$ cat config.mk
export PLATFORM = sky130hd
export DESIGN_NAME = pwm_prescale_timer
export DESIGN_NICKNAME = d
export VERILOG_FILES = /design/src/rtl/pwm_tmr_pkg.sv /design/src/rtl/pwm_tmr_regs.sv /design/src/rtl/pwm_tmr_prescale.sv /design/src/rtl/pwm_tmr_core.sv /design/src/rtl/pwm_prescale_timer.sv
export SDC_FILE = /design/constraint.sdc
export NUM_CORES = 1
export LEC_CHECK = 0
export ABC_AREA = 1
export BUFFER_PORTS_ARGS = -buffer_cell sky130_fd_sc_hd__buf_4
export CAP_MARGIN = 20
export CORE_MARGIN = 5
export CORE_UTILIZATION = 55
export CTS_BUF_LIST = sky130_fd_sc_hd__clkbuf_4 sky130_fd_sc_hd__clkbuf_8
export DETAILED_ROUTE_END_ITERATION = 8
export PLACE_DENSITY = 0.75
export SYNTH_ARGS = -nofsm -noshare
export SYNTH_HDL_FRONTEND = slang
export SYNTH_SLANG_ARGS = --single-unit
export TNS_END_PERCENT = 1
$ cat constraint.sdc
create_clock -name clk -period 5.9 [get_ports clk]
set_clock_uncertainty 0.2 [all_clocks]
set_input_delay 0.885 -clock clk [delete_from_list [all_inputs] [get_ports clk]]
set_output_delay 0.885 -clock clk [all_outputs]
set_load 0.01 [all_outputs]
$ cat src/rtl/pwm_tmr_pkg.sv
package pwm_tmr_pkg;

    // register byte offsets
    localparam int OFS_CTRL = 0;
    localparam int OFS_CNT  = 4;

    // control field positions
    localparam int BIT_RUN  = 0;
    localparam int BIT_FLAG = 4;
    localparam int BIT_HOLD = 11;
    localparam int BIT_DLSB = 15;
    localparam int DHI_LSB  = 16;
    localparam int DHI_W    = 4;

    // count field positions
    localparam int PER_LSB  = 16;
    localparam int HI_LSB   = 0;

    // raw exponent width: one LSB plus the upper field
    localparam int RAW_EXP_W = DHI_W + 1;

    typedef enum logic [1:0] {
        ST_HOLD = 2'd0,
        ST_HIGH = 2'd1,
        ST_LOW  = 2'd2
    } pwm_state_e;

endpackage

$ cat src/rtl/pwm_tmr_regs.sv
module pwm_tmr_regs
    import pwm_tmr_pkg::*;
#(
    parameter int ADDR_W  = 4,
    parameter int CNT_W   = 10,
    parameter int EXP_MAX = 24
) (
    input  logic                               clk,
    input  logic                               rst_n,
    input  logic [ADDR_W-1:0]                  bus_addr,
    input  logic [31:0]                        bus_wdata,
    input  logic                               bus_we,
    output logic [31:0]                        bus_rdata,
    output logic                               run_o,
    output logic [CNT_W-1:0]                   per_c_o,
    output logic [CNT_W-1:0]                   hi_c_o,
    output logic [$clog2(EXP_MAX+1)-1:0]       exp_c_o
);
    localparam int EXP_W = $clog2(EXP_MAX + 1);

    logic             run_q, flag_q, hold_q, dlsb_q;
    logic [DHI_W-1:0] dhi_q;
    logic [CNT_W-1:0] per_q, hi_q;

    logic             run_d, flag_d, hold_d, dlsb_d;
    logic [DHI_W-1:0] dhi_d;
    logic [CNT_W-1:0] per_d, hi_d;

    logic [CNT_W-1:0] per_c, hi_c;
    logic [EXP_W-1:0] exp_c, exp_sat;
    logic [RAW_EXP_W-1:0] raw_exp;

    logic sel_ctrl, sel_cnt;
    logic unused_wdata;

    assign sel_ctrl     = (bus_addr == ADDR_W'(OFS_CTRL));
    assign sel_cnt      = (bus_addr == ADDR_W'(OFS_CNT));
    assign unused_wdata = ^bus_wdata;

    // next-state of the visible fields
    always_comb begin
        run_d  = run_q;
        flag_d = flag_q;
        hold_d = hold_q;
        dlsb_d = dlsb_q;
        dhi_d  = dhi_q;
        per_d  = per_q;
        hi_d   = hi_q;
        if (bus_we && sel_cnt) begin
            per_d = bus_wdata[PER_LSB +: CNT_W];
            hi_d  = bus_wdata[HI_LSB +: CNT_W];
        end
        if (bus_we && sel_ctrl) begin
            // enable refused while either stored count field is zero
            run_d  = bus_wdata[BIT_RUN] && (per_q != '0) && (hi_q != '0);
            flag_d = bus_wdata[BIT_FLAG];
            hold_d = bus_wdata[BIT_HOLD];
            dlsb_d = bus_wdata[BIT_DLSB];
            dhi_d  = bus_wdata[DHI_LSB +: DHI_W];
        end
    end

    assign raw_exp = {dhi_d, dlsb_d};
    assign exp_sat = (int'(raw_exp) > EXP_MAX) ? EXP_W'(EXP_MAX) : EXP_W'(raw_exp);

    always_ff @(posedge clk or negedge rst_n) begin
        if (!rst_n) begin
            run_q  <= 1'b0;
            flag_q <= 1'b0;
            hold_q <= 1'b0;
            dlsb_q <= 1'b0;
            dhi_q  <= '0;
            per_q  <= '0;
            hi_q   <= '0;
        end else begin
            run_q  <= run_d;
            flag_q <= flag_d;
            hold_q <= hold_d;
            dlsb_q <= dlsb_d;
            dhi_q  <= dhi_d;
            per_q  <= per_d;
            hi_q   <= hi_d;
        end
    end

    // committed copies follow the staged fields whenever hold ends up clear
    always_ff @(posedge clk or negedge rst_n) begin
        if (!rst_n) begin
            per_c <= '0;
            hi_c  <= '0;
            exp_c <= '0;
        end else if (!hold_d) begin
            per_c <= per_d;
            hi_c  <= hi_d;
            exp_c <= exp_sat;
        end
    end

    always_comb begin
        bus_rdata = '0;
        if (sel_ctrl) begin
            bus_rdata[BIT_RUN]              = run_q;
            bus_rdata[BIT_FLAG]             = flag_q;
            bus_rdata[BIT_HOLD]             = hold_q;
            bus_rdata[BIT_DLSB]             = dlsb_q;
            bus_rdata[DHI_LSB +: DHI_W]     = dhi_q;
        end else if (sel_cnt) begin
            bus_rdata[PER_LSB +: CNT_W]     = per_q;
            bus_rdata[HI_LSB +: CNT_W]      = hi_q;
        end
    end

    assign run_o   = run_q;
    assign per_c_o = per_c;
    assign hi_c_o  = hi_c;
    assign exp_c_o = exp_c;

    AST_ENABLE_REFUSED: assert property (@(posedge clk) disable iff (!rst_n)
        (bus_we && sel_ctrl && ((per_q == '0) || (hi_q == '0))) |=> !run_q);

    AST_HOLD_FREEZES: assert property (@(posedge clk) disable iff (!rst_n)
        (hold_q && !(bus_we && sel_ctrl && !bus_wdata[BIT_HOLD]))
        |=> ($stable(per_c) && $stable(hi_c) && $stable(exp_c)));

endmodule

$ cat src/rtl/pwm_tmr_prescale.sv
module pwm_tmr_prescale #(
    parameter int EXP_MAX = 24
) (
    input  logic                         clk,
    input  logic                         rst_n,
    input  logic                         clr_i,
    input  logic [$clog2(EXP_MAX+1)-1:0] exp_i,
    output logic                         tick_o
);
    localparam int EXP_W = $clog2(EXP_MAX + 1);
    localparam int PRE_W = (EXP_MAX < 1) ? 1 : EXP_MAX;

    logic [PRE_W-1:0] cnt_q;
    logic [PRE_W-1:0] mask;

    // terminal count is 2^exp - 1: low exp bits set
    for (genvar gi = 0; gi < PRE_W; gi++) begin : g_mask
        assign mask[gi] = (gi < int'(exp_i));
    end

    assign tick_o = !clr_i && (cnt_q == mask);

    always_ff @(posedge clk or negedge rst_n) begin
        if (!rst_n) begin
            cnt_q <= '0;
        end else if (clr_i || tick_o) begin
            cnt_q <= '0;
        end else begin
            cnt_q <= cnt_q + PRE_W'(1);
        end
    end

    AST_TICK_GAP: assert property (@(posedge clk) disable iff (!rst_n)
        (tick_o && (exp_i != '0) && !clr_i) |=> !tick_o);

endmodule

$ cat src/rtl/pwm_tmr_core.sv
module pwm_tmr_core
    import pwm_tmr_pkg::*;
#(
    parameter int CNT_W   = 10,
    parameter int EXP_MAX = 24
) (
    input  logic                         clk,
    input  logic                         rst_n,
    input  logic                         run_i,
    input  logic [CNT_W-1:0]             per_i,
    input  logic [CNT_W-1:0]             hi_i,
    input  logic [$clog2(EXP_MAX+1)-1:0] exp_i,
    output logic                         pwm_o
);
    localparam int EXP_W = $clog2(EXP_MAX + 1);

    pwm_state_e       state_q, state_d;
    logic [CNT_W-1:0] pos_q, pos_d;
    logic [CNT_W-1:0] per_w, hi_w;
    logic [EXP_W-1:0] exp_w;
    logic             active, load, tick, pre_clr;

    assign active  = run_i && (per_i != '0) && (hi_i != '0);
    assign pre_clr = !active || (state_q == ST_HOLD);

    pwm_tmr_prescale #(
        .EXP_MAX (EXP_MAX)
    ) i_prescale (
        .clk    (clk),
        .rst_n  (rst_n),
        .clr_i  (pre_clr),
        .exp_i  (exp_w),
        .tick_o (tick)
    );

    // next state and position
    always_comb begin
        state_d = state_q;
        pos_d   = pos_q;
        load    = 1'b0;
        unique case (state_q)
            ST_HOLD: begin
                load  = 1'b1;
                pos_d = '0;
                if (active) begin
                    state_d = ST_HIGH;          // start
                end
            end
            ST_HIGH, ST_LOW: begin
                if (!active) begin
                    state_d = ST_HOLD;          // stop
                    pos_d   = '0;
                end else if (tick) begin
                    if (pos_q >= per_w - CNT_W'(1)) begin
                        pos_d   = '0;           // wrap
                        load    = 1'b1;
                        state_d = ST_HIGH;
                    end else begin
                        pos_d   = pos_q + CNT_W'(1);
                        state_d = ((pos_q + CNT_W'(1)) < hi_w) ? ST_HIGH : ST_LOW;
                    end
                end
            end
            default: begin
                state_d = ST_HOLD;
                pos_d   = '0;
            end
        endcase
    end

    // state register
    always_ff @(posedge clk or negedge rst_n) begin
        if (!rst_n) begin
            state_q <= ST_HOLD;
            pos_q   <= '0;
        end else begin
            state_q <= state_d;
            pos_q   <= pos_d;
        end
    end

    // working copies, reloaded in hold and at each wrap
    always_ff @(posedge clk or negedge rst_n) begin
        if (!rst_n) begin
            per_w <= '0;
            hi_w  <= '0;
            exp_w <= '0;
        end else if (load) begin
            per_w <= per_i;
            hi_w  <= hi_i;
            exp_w <= exp_i;
        end
    end

    // outputs
    always_comb begin
        pwm_o = (state_q == ST_HIGH);
    end

    AST_IDLE_LOW: assert property (@(posedge clk) disable iff (!rst_n)
        !active |=> !pwm_o);

    AST_START_HIGH: assert property (@(posedge clk) disable iff (!rst_n)
        ((state_q == ST_HOLD) && active) |=> (pwm_o && (pos_q == '0)));

    AST_POS_RANGE: assert property (@(posedge clk) disable iff (!rst_n)
        (state_q != ST_HOLD) |-> (pos_q < per_w));

endmodule

$ cat src/rtl/pwm_prescale_timer.sv
module pwm_prescale_timer #(
    parameter int ADDR_W  = 4,
    parameter int CNT_W   = 10,
    parameter int EXP_MAX = 24
) (
    input  logic              clk,
    input  logic              rst_n,
    input  logic [ADDR_W-1:0] bus_addr,
    input  logic [31:0]       bus_wdata,
    input  logic              bus_we,
    output logic [31:0]       bus_rdata,
    output logic              pwm_o
);
    localparam int EXP_W = $clog2(EXP_MAX + 1);

    logic             run;
    logic [CNT_W-1:0] per_c, hi_c;
    logic [EXP_W-1:0] exp_c;

    pwm_tmr_regs #(
        .ADDR_W  (ADDR_W),
        .CNT_W   (CNT_W),
        .EXP_MAX (EXP_MAX)
    ) i_regs (
        .clk       (clk),
        .rst_n     (rst_n),
        .bus_addr  (bus_addr),
        .bus_wdata (bus_wdata),
        .bus_we    (bus_we),
        .bus_rdata (bus_rdata),
        .run_o     (run),
        .per_c_o   (per_c),
        .hi_c_o    (hi_c),
        .exp_c_o   (exp_c)
    );

    pwm_tmr_core #(
        .CNT_W   (CNT_W),
        .EXP_MAX (EXP_MAX)
    ) i_core (
        .clk   (clk),
        .rst_n (rst_n),
        .run_i (run),
        .per_i (per_c),
        .hi_i  (hi_c),
        .exp_i (exp_c),
        .pwm_o (pwm_o)
    );

endmodule

==> results.sh <==
export IMPL_route_detailed_drc=0
export IMPL_hold_viol=0
export IMPL_crit_start="i_core.per_w[0]"
export IMPL_cp_arrival_ns=3.93
export IMPL_ys_ff_latch=114
export IMPL_synth_most_common_cell="nand2_1"
export IMPL_cts_hold_buffers_added=0
export IMPL_grt_pass1_vias=5462
export IMPL_clockBufferDepth=2
export IMPL_synth_edf_count=0
export IMPL_status="finished, final reports clean"
export IMPL_cp_required_ns=6.07
export IMPL_crit_top_cell="nand2_1"
export IMPL_port_buffers=51
export IMPL_synth_seq_area_share=0.429
export IMPL_p_per_area_nw_per_um2=399
export IMPL_antenna_left=0
export IMPL_crit_buf_inv=2
export IMPL_ys_warn_count=0
export IMPL_slew_viol_final=0
export IMPL_fin_ws_ns=2.14
export IMPL_fin_setup_tns_ns=0
export IMPL_first_pass_iters=7
export IMPL_period_share=0.638
export IMPL_leakagePower_uw=0.00389
export IMPL_startpoint_type="flop"
export IMPL_max_vdd_ir_drop_uv=235
export IMPL_clkLatencyLatePin_ns=0.44
export IMPL_cts_resized=0
export IMPL_rows=40
export IMPL_synth_cell_types=34
export IMPL_hold_class="flop to flop"
export IMPL_syn_instance_count=904
export IMPL_vias_per_cell=5.10
export IMPL_cts_setup_buffers=0
export IMPL_min_from="i_regs.exp_c_o[2]"
export IMPL_wl_um=14600
export IMPL_syn_to_final_growth_pct=12.9
export IMPL_crit_family="simple AND/OR/NAND/NOR gates"
export IMPL_dp_slack_ns=2.14
export IMPL_start_util=0.558
export IMPL_synth_top_area_frac=0.429
export IMPL_layout_min_cycle_time_ns=3.76
export IMPL_rsz0062_at_grt="no"
export IMPL_post_route_util=0.630
export IMPL_path_cells="inv_1 -> ha_1 -> nand2_1 -> nor2_1 -> nand2_1 -> or2_2 -> nor2_1 -> xor2_1 -> ha_1 -> nand2_1 -> nor2_1 -> o211ai_1 -> nand4_1 -> nand2_1 -> inv_1 -> nand4_4 -> nand2_2 -> nand2_1 -> nand2_1"
export IMPL_grt_total_usage=0.218
export IMPL_crit_path_end_kind="flop"
export IMPL_grt_pass1_wl_um=25400
export IMPL_fillers=1107
export IMPL_wl_per_cell_um=13.3
export IMPL_worstMarginPinSlew_ns=0.837
export IMPL_grt_max_degree=64
export IMPL_hpwl_um=10800
export IMPL_grt_overflow=0
export IMPL_core_area_um2=11900
export IMPL_worstSetupPathType="flop to flop"
export IMPL_maxCapViolations=0
export IMPL_drtIter0Drc=457
export IMPL_ys_flop_type="dfrtp_1"
export IMPL_yosys_top_cells_count="255 x nand2_1, 121 x inv_1, 114 x dfrtp_1"
export IMPL_crit_slowest_cell="nand2_2"
export IMPL_r2r_start="i_core.per_w[0]"
export IMPL_setup_viol=0
export IMPL_syn_cell_area_um2=6640
export IMPL_gp_congestion=0.864
export IMPL_synth_top_area_cell="dfrtp_1"
export IMPL_die_width_um=120
export IMPL_synth_async_sr_flop_share=1.00
export IMPL_cp_max_fo=26
export IMPL_syn_avg_cell_area_um2=7.35
export IMPL_multi_input_area_um2=3160
export IMPL_fmax_ghz=0.266
export IMPL_tritoncts="built"
export IMPL_max_slew_margin=0.438
export IMPL_ctsRootBufferMaster="clkbuf_8"
export IMPL_die_h_um=120
export IMPL_holdWs_ns=0.263
export IMPL_clk_pin_slew_ns=0.07
export IMPL_cts_sinks=114
export IMPL_synthTopCellsByArea="dfrtp_1 43%, nand2_1 14%, inv_1 6.8%"
export IMPL_vias=5632
export IMPL_dieArea_um2=14400
export IMPL_antenna_cells=0
export IMPL_htreeDepth=4
export IMPL_critPathMaxStageDelay_ns=0.49
export IMPL_regArea_um2=2850
export IMPL_cts_buffers_inserted=17
export IMPL_antenna_found_initial=0
export IMPL_final_nets=1011
export IMPL_ios=72
export IMPL_layout_drive_gt1_share=0.100
==> routing by layer <==
layer  track usage  routed length [um]  vias to the layer above
met5             0                   0                        -
met4        0.0830                 284                        0
met3        0.0509                 894                       23
met2         0.327                6390                      139
met1         0.307                7070                     2536
li1              -                   -                     2934
==> path summary, 6_finish.rpt <==
kind | endpoint | slack, ns | cells past startpoint
setup reg to reg | i_core.hi_w[0] | 2.14 | 19
hold / removal | i_core.exp_w[2] | 0.26 | 2
setup / recovery | i_core.hi_w[0] | 2.14 | 19
max in group asynchronous | i_core.pos_q[9] | 4.05 | 2
min in group asynchronous | i_regs.dhi_q[1] | 0.31 | 1
hold reg to reg | i_core.exp_w[2] | 0.26 | 2
==> final cells by class <==
cell class                 instances  area share
sequential                       114       0.380
multi-input combinational        637       0.421
clock buffer                      19      0.0349
inverter                         123      0.0615
clock inverter                    10      0.0213
tap                              147      0.0245
timing repair buffer              54      0.0567
==> kinds of logic (layout without fill, tap and decap cells) <==
kind of cell	count (synthesis)	after routing	share of synthesized area
buffers and inverters	162	206	0.101
and+or+nand+nor	501	501	0.326
adders and majority gates	25	25	0.0471
DFF	114	114	0.429
xor gates and xnor gates	31	31	0.0409
other	1	10	0.000564
AOI/OAI and AO/OA	70	70	0.0552
==> flip-flops by register name, summed over array words and instances (netlist names) <==
| register | flops |
|---|---|
| i_core.exp_w | 5 |
| i_core.hi_w | 10 |
| i_core.i_prescale.cnt_q | 24 |
| i_core.per_w | 10 |
| i_core.pos_q | 10 |
| i_core.state_q | 2 |
| i_regs.dhi_q | 4 |
| i_regs.dlsb_q | 1 |
| i_regs.exp_c_o | 5 |
| i_regs.flag_q | 1 |
| i_regs.hi_c_o | 10 |
| i_regs.hi_q | 10 |
| i_regs.hold_q | 1 |
| i_regs.per_c_o | 10 |
| i_regs.per_q | 10 |
| i_regs.run_o | 1 |
==> cells in the final DEF, fill, tap and decap left out, types with 23 or more instances in the layout <==
cell and instances:
nand2_1 255, nor2_1 96, nand3_1 84, inv_1 121
o21ai_0 33, a21oi_1 28, xor2_1 23, ha_1 25
buf_4 53, dfrtp_1 114
==> power breakdown <==
part           internal [uW]  total [uW]  switching (uW)
clock                    473         782             309
sequential               983        1160             180
combinational            370        1050             682
total                   1830        3000            1170
==> per-stage QoR <==
step | power, uW | area [um^2] | cells
3_3_place_gp | 2190 | 7050 | 1074
4_1_cts | 3020 | 7500 | 1104
6_report | 3000 | 7500 | 1104
5_1_grt | 3270 | 7500 | 1104
2_1_floorplan | 1970 | 6680 | 913
3_5_place_dp | 2220 | 7080 | 1075
==> tightest hold or removal path: stages, from the launching register on <==
cell	delay, ns
dfrtp_1	0.34
nand2_1	0.05
nand2_1	0.04
(Power assumes the default switching activity.)
